==> config.mk <==
export PLATFORM = sky130hd
export DESIGN_NAME = crc32_regblk
export DESIGN_NICKNAME = d
export VERILOG_FILES = /design/src/rtl/crc32_regblk_pkg.sv /design/src/rtl/crc32_in_reflect.sv /design/src/rtl/crc32_engine.sv /design/src/rtl/crc32_regblk.sv
export SDC_FILE = /design/constraint.sdc
export NUM_CORES = 2
export LEC_CHECK = 0
export ABC_AREA = 0
export CELL_PAD_IN_SITES_DETAIL_PLACEMENT = 2
export CELL_PAD_IN_SITES_GLOBAL_PLACEMENT = 2
export CORE_MARGIN = 3
export CORE_UTILIZATION = 42
export CTS_CLUSTER_SIZE = 10
export DETAILED_ROUTE_END_ITERATION = 6
export DONT_BUFFER_PORTS = 1
export GPL_ROUTABILITY_DRIVEN = 0
export PLACE_DENSITY_LB_ADDON = 0.1
export SLEW_MARGIN = 10
export SYNTH_ARGS = -nofsm -noshare
export SYNTH_HDL_FRONTEND = slang
export SYNTH_SLANG_ARGS = --single-unit
==> constraint.sdc <==
create_clock -name clk -period 26.6 [get_ports clk]
set_input_delay 1.33 -clock clk [delete_from_list [all_inputs] [get_ports clk]]
set_output_delay 1.33 -clock clk [all_outputs]
set_load 0.1 [all_outputs]
==> src/rtl/crc32_regblk_pkg.sv <==
package crc32_regblk_pkg;
  localparam int unsigned CRC_W = 32;
  localparam int unsigned LANES = CRC_W / 8;

  typedef enum logic [1:0] {
    REFL_NONE = 2'b00,
    REFL_BYTE = 2'b01,
    REFL_HALF = 2'b10,
    REFL_WORD = 2'b11
  } refl_mode_e;

  typedef struct packed {
    logic       out_rev;
    refl_mode_e in_mode;
  } ctrl_t;

  // Shift nbits of din (taken from the top of bits [nbits-1:0]) into crc.
  function automatic logic [CRC_W-1:0] crc_absorb(
    input logic [CRC_W-1:0] crc,
    input logic [CRC_W-1:0] din,
    input logic [CRC_W-1:0] poly,
    input int unsigned      nbits
  );
    logic [CRC_W-1:0] r;
    logic fb;
    r = crc;
    for (int i = CRC_W - 1; i >= 0; i--) begin
      if (i < int'(nbits)) begin
        fb = r[CRC_W-1] ^ din[i];
        r  = {r[CRC_W-2:0], 1'b0} ^ (fb ? poly : '0);
      end
    end
    return r;
  endfunction

  function automatic logic [CRC_W-1:0] bit_reverse(input logic [CRC_W-1:0] x);
    logic [CRC_W-1:0] r;
    for (int i = 0; i < int'(CRC_W); i++) r[i] = x[CRC_W-1-i];
    return r;
  endfunction

  function automatic logic [CRC_W-1:0] lane_merge(
    input logic [CRC_W-1:0] old_v,
    input logic [CRC_W-1:0] new_v,
    input logic [LANES-1:0] strb
  );
    logic [CRC_W-1:0] r;
    r = old_v;
    for (int l = 0; l < int'(LANES); l++)
      if (strb[l]) r[l*8 +: 8] = new_v[l*8 +: 8];
    return r;
  endfunction
endpackage

==> src/rtl/crc32_in_reflect.sv <==
module crc32_in_reflect
  import crc32_regblk_pkg::*;
#(
  parameter int unsigned W = CRC_W
) (
  input  refl_mode_e     mode,
  input  logic           byte_wr,
  input  logic [W-1:0]   din,
  output logic [W-1:0]   dout
);
  localparam int unsigned NB = W / 8;
  localparam int unsigned NH = W / 16;

  logic [W-1:0] by_byte, by_half, by_word;

  for (genvar g = 0; g < NB; g++) begin : g_byte
    for (genvar b = 0; b < 8; b++) begin : g_bit
      assign by_byte[g*8 + b] = din[g*8 + 7 - b];
    end
  end

  for (genvar h = 0; h < NH; h++) begin : g_half
    for (genvar b = 0; b < 16; b++) begin : g_bit
      assign by_half[h*16 + b] = din[h*16 + 15 - b];
    end
  end

  for (genvar b = 0; b < W; b++) begin : g_word
    assign by_word[b] = din[W - 1 - b];
  end

  always_comb begin
    if (byte_wr) begin
      dout = {din[W-1:8], (mode == REFL_NONE) ? din[7:0] : by_byte[7:0]};
    end else begin
      unique case (mode)
        REFL_BYTE: dout = by_byte;
        REFL_HALF: dout = by_half;
        REFL_WORD: dout = by_word;
        default:   dout = din;
      endcase
    end
  end
endmodule

==> src/rtl/crc32_engine.sv <==
module crc32_engine
  import crc32_regblk_pkg::*;
(
  input  logic [CRC_W-1:0] acc,
  input  logic [CRC_W-1:0] din,
  input  logic [CRC_W-1:0] poly,
  output logic [CRC_W-1:0] nxt_byte,
  output logic [CRC_W-1:0] nxt_word
);
  assign nxt_byte = crc_absorb(acc, din, poly, 8);
  assign nxt_word = crc_absorb(acc, din, poly, CRC_W);
endmodule

==> src/rtl/crc32_regblk.sv <==
module crc32_regblk
  import crc32_regblk_pkg::*;
#(
  parameter int unsigned        ADDR_W   = 5,
  parameter logic [CRC_W-1:0]   INIT_RST = 32'hFFFF_FFFF,
  parameter logic [CRC_W-1:0]   POLY_RST = 32'h04C1_1DB7,
  parameter logic [ADDR_W-1:0]  OFS_DATA = 5'h00,
  parameter logic [ADDR_W-1:0]  OFS_CTRL = 5'h08,
  parameter logic [ADDR_W-1:0]  OFS_INIT = 5'h10,
  parameter logic [ADDR_W-1:0]  OFS_POLY = 5'h14
) (
  input  logic               clk,
  input  logic               rst_n,
  input  logic               bus_sel,
  input  logic               bus_we,
  input  logic [ADDR_W-1:0]  bus_addr,
  input  logic [LANES-1:0]   bus_wstrb,
  input  logic [CRC_W-1:0]   bus_wdata,
  output logic [CRC_W-1:0]   bus_rdata
);
  localparam int unsigned   CTL_LOAD = 0;
  localparam int unsigned   CTL_MLO  = 5;
  localparam int unsigned   CTL_OUT  = 7;
  localparam logic [LANES-1:0] STRB_BYTE = LANES'(1);
  localparam logic [LANES-1:0] STRB_WORD = '1;

  logic [CRC_W-1:0] acc_q, init_q, poly_q;
  ctrl_t            ctrl_q;

  // Named internal events
  logic wr, hit_data, hit_ctrl, hit_init, hit_poly;
  logic ev_word, ev_byte, ev_ctrl, ev_load;

  assign wr       = bus_sel & bus_we;
  assign hit_data = bus_addr == OFS_DATA;
  assign hit_ctrl = bus_addr == OFS_CTRL;
  assign hit_init = bus_addr == OFS_INIT;
  assign hit_poly = bus_addr == OFS_POLY;
  assign ev_word  = wr & hit_data & (bus_wstrb == STRB_WORD);
  assign ev_byte  = wr & hit_data & (bus_wstrb == STRB_BYTE);
  assign ev_ctrl  = wr & hit_ctrl & bus_wstrb[0];
  assign ev_load  = ev_ctrl & bus_wdata[CTL_LOAD];

  logic [CRC_W-1:0] din_refl, nxt_byte, nxt_word;

  crc32_in_reflect #(.W(CRC_W)) u_refl (
    .mode    (ctrl_q.in_mode),
    .byte_wr (ev_byte),
    .din     (bus_wdata),
    .dout    (din_refl)
  );

  crc32_engine u_eng (
    .acc      (acc_q),
    .din      (din_refl),
    .poly     (poly_q),
    .nxt_byte (nxt_byte),
    .nxt_word (nxt_word)
  );

  always_ff @(posedge clk or negedge rst_n) begin
    if (!rst_n) begin
      acc_q  <= '1;
      init_q <= INIT_RST;
      poly_q <= POLY_RST;
      ctrl_q <= '0;
    end else begin
      if (ev_load)      acc_q <= init_q;
      else if (ev_word) acc_q <= nxt_word;
      else if (ev_byte) acc_q <= nxt_byte;

      if (ev_ctrl) begin
        ctrl_q.out_rev <= bus_wdata[CTL_OUT];
        ctrl_q.in_mode <= refl_mode_e'(bus_wdata[CTL_MLO +: 2]);
      end
      if (wr && hit_init) init_q <= lane_merge(init_q, bus_wdata, bus_wstrb);
      if (wr && hit_poly) poly_q <= lane_merge(poly_q, bus_wdata, bus_wstrb);
    end
  end

  always_comb begin
    bus_rdata = '0;
    if (hit_data) begin
      bus_rdata = ctrl_q.out_rev ? bit_reverse(acc_q) : acc_q;
    end else if (hit_ctrl) begin
      bus_rdata[CTL_OUT]      = ctrl_q.out_rev;
      bus_rdata[CTL_MLO +: 2] = ctrl_q.in_mode;
    end else if (hit_init) begin
      bus_rdata = init_q;
    end else if (hit_poly) begin
      bus_rdata = poly_q;
    end
  end
endmodule

==> impl_metrics.toml <==
[status]
outcome = "finished, violations left"
failed_checks = "design-rule violations"

[route]
postRouteAntennaNets = 0
routed_wl_um = 149000
wire_per_inst_um = 31.7
firstDrtPassIters = 7
drtIter0Drc = 3309
routed-via-count = 31800
drc_errors = 3
vias_per_cell = 6.75

[yosys]
syn_area_per_cell_um2 = 6.80
synth_fp_nets = 4174
synthMuxAreaShare_pct = 7.33
synthFlopType = "dfstp_2"
netlist_instances = 4129
synth_cell_types = 104
synth-compound-area-share_pct = 18.3
synth_edf_count = 0
syn_area_mm2 = 0.0281
ys_async_sr_fraction_pct = 100
ys_warn_count = 0
synthAdderAreaFrac_pct = 0
yosysSeqAreaShare_pct = 9.16
synth_simple_gate_area_share_pct = 21.9
synthXorXnorAreaFrac_pct = 37.2
synth_top_family_by_area = "XOR/XNOR gates"
ys_seq_elements = 99

[clock_tree]
cts_root_buf = "clkbuf_16"
cts_buffer_depth = 2
clk_pin_slew_ps = 100
cts_hold_buffers = 0
cts_resized = 0
cts_tree = "yes"
htree_levels = 3
cts_sinks = 99
post_cts_buffers = 0
numCtsBuffers = 9
clock_latency_ps = 400

[sta]
drv_slew = 0
setup_ws_ps = 6050
setup_viol = 0
maxSlewHeadroom_pct = 15.8
period_minus_slack_ps = 20550
timing.final.crit_share_pct = 77.3
clock_skew_ps = 17.4
fmax_mhz = 48.7
hold_violations = 0
rsz0062_at_grt = "false"
tightest_slew_ps = 1260
fin_setup_tns_ps = 0

[floorplanning]
start_util_pct = 42.6
dieArea_mm2 = 0.0700
chipHeight_um = 265
num_rows = 94
core_mm2 = 0.0660
io_pins = 77
die_x_um = 265

[setup_path]
cp-start-kind = "input pin"
cp.arrival_ps = 20860
path_class = "in2reg"
crit_path_end_kind = "flip-flop"
cp_max_fo = 32
cpPeakStageDelay_ps = 1090
slowest_stage = "or4_1"
crit_family = "simple AND/OR/NAND/NOR gates"
required_ps = 26910
path_buf_inv = 1

[grt]
grt_max_degree = 100
grt_pass1_vias = 33800
grt-ovfl-total = 0
grt_pass1_wl_um = 222000
antenna_found_initial = 7
grt_util_all_layers_pct = 41.3

[min_path]
hold_class = "in2async"

[final_layout]
areaGrowthSynthToFinish_pct = 3.85
final_cell_mix = "nand2_1, xnor2_1, nor2_1"
final_common_cell = "nand2_1"
nets = 3888
drive_gt1_share_pct = 11.2

[run]
cap_violations = 0

[place]
port_buffers = 0
place_ws_ps = 5940
dp_hpwl_um = 102000
[worst paths after layout]
kind | end | slack, ps | start | cells past startpoint
setup / recovery | acc_q[30] | 6050 | bus_addr[4] | 47
hold / removal | poly_q[15] | 610 | rst_n | 0
setup reg to reg | acc_q[30] | 7320 | ctrl_q[1] | 48
hold reg to reg | init_q[11] | 650 | init_q[11] | 1
max in group asynchronous | acc_q[10] | 25680 | rst_n | 0
min in group clk | init_q[11] | 650 | init_q[11] | 1
[sequential cells by signal (all words and copies together), names as in the netlist]
register	count
poly_q	32
acc_q	32
init_q	32
ctrl_q	3
[final cells by class]
class / instances / area (um2)
Clock buffer: 9 / 225
Multi-Input combinational cell: 3598 / 24300
Tap cell: 864 / 1080
Sequential cell: 99 / 2600
Clock inverter: 7 / 71.3
Inverter: 35 / 131
Fill cell: 7846 / 36800
Antenna cell: 5 / 12.5
Timing Repair Buffer: 100 / 751
[through the flow]
step / hold WS, ps / util [%] / instance area [um2] / instances
5_1_grt: 601 / 44.2 / 29200 / 4712
3_3_place_gp: 593 / 43.7 / 28800 / 4696
2_1_floorplan: 543 / - / 28100 / 4129
6_report: 605 / 44.2 / 29200 / 4717
3_5_place_dp: 628 / 43.7 / 28800 / 4696
4_1_cts: 609 / 44.1 / 29100 / 4712
[worst register-to-register path, delay by kind of cell, from the launching register on]
kind	cells	cell delay, ps
AO/OA/AOI/OAI	22	7730
XOR/XNOR	9	3410
buffers and inverters	2	740
flip-flops	1	660
AND/OR/NAND/NOR	15	6700
[cell families (layout without fill, tap and decap cells)]
group | count (synthesis) | count (layout)
AND/OR/NAND/NOR | 1490 | 1490
XOR/XNOR | 1159 | 1159
AO/OA/AOI/OAI | 754 | 754
buffers and inverters | 432 | 151
multiplexers | 195 | 195
flip-flops | 99 | 99
other | 0 | 5
[cells in the mapped netlist (34+ instances only)]
master,number,share of area [%]
nand2_1,1118,15
xnor2_1,1056,33
clkbuf_1,272,3.6
nor2_1,158,2.1
a21oi_1,142,2.5
o21ai_0,129,2.3
mux2i_1,113,4.0
buf_1,87,1.2
mux2_2,80,3.2
o22ai_1,80,1.8
dfstp_2,78,7.3
xor2_1,71,2.2
a32oi_1,70,2.2
o211ai_1,52,1.4
a211oi_1,44,1.2
nor3_1,43,0.77
a22oi_1,41,1.1
nand3_1,40,0.71
o21ai_1,40,0.71
inv_1,34,0.45
[layer usage]
layer | GRT usage [%] | share of wire, % | routed length, um
met1 | 51.0 | 39 | 58600
met2 | 65.9 | 45 | 67200
met3 | 9.89 | 9.1 | 13600
met4 | 23.9 | 6.6 | 9790
met5 | 0.541 | 0.055 | 82
Power is left out: the tool's default activity adds up to more than one toggle a clock period on the data nets, which glitch-free logic cannot reach.
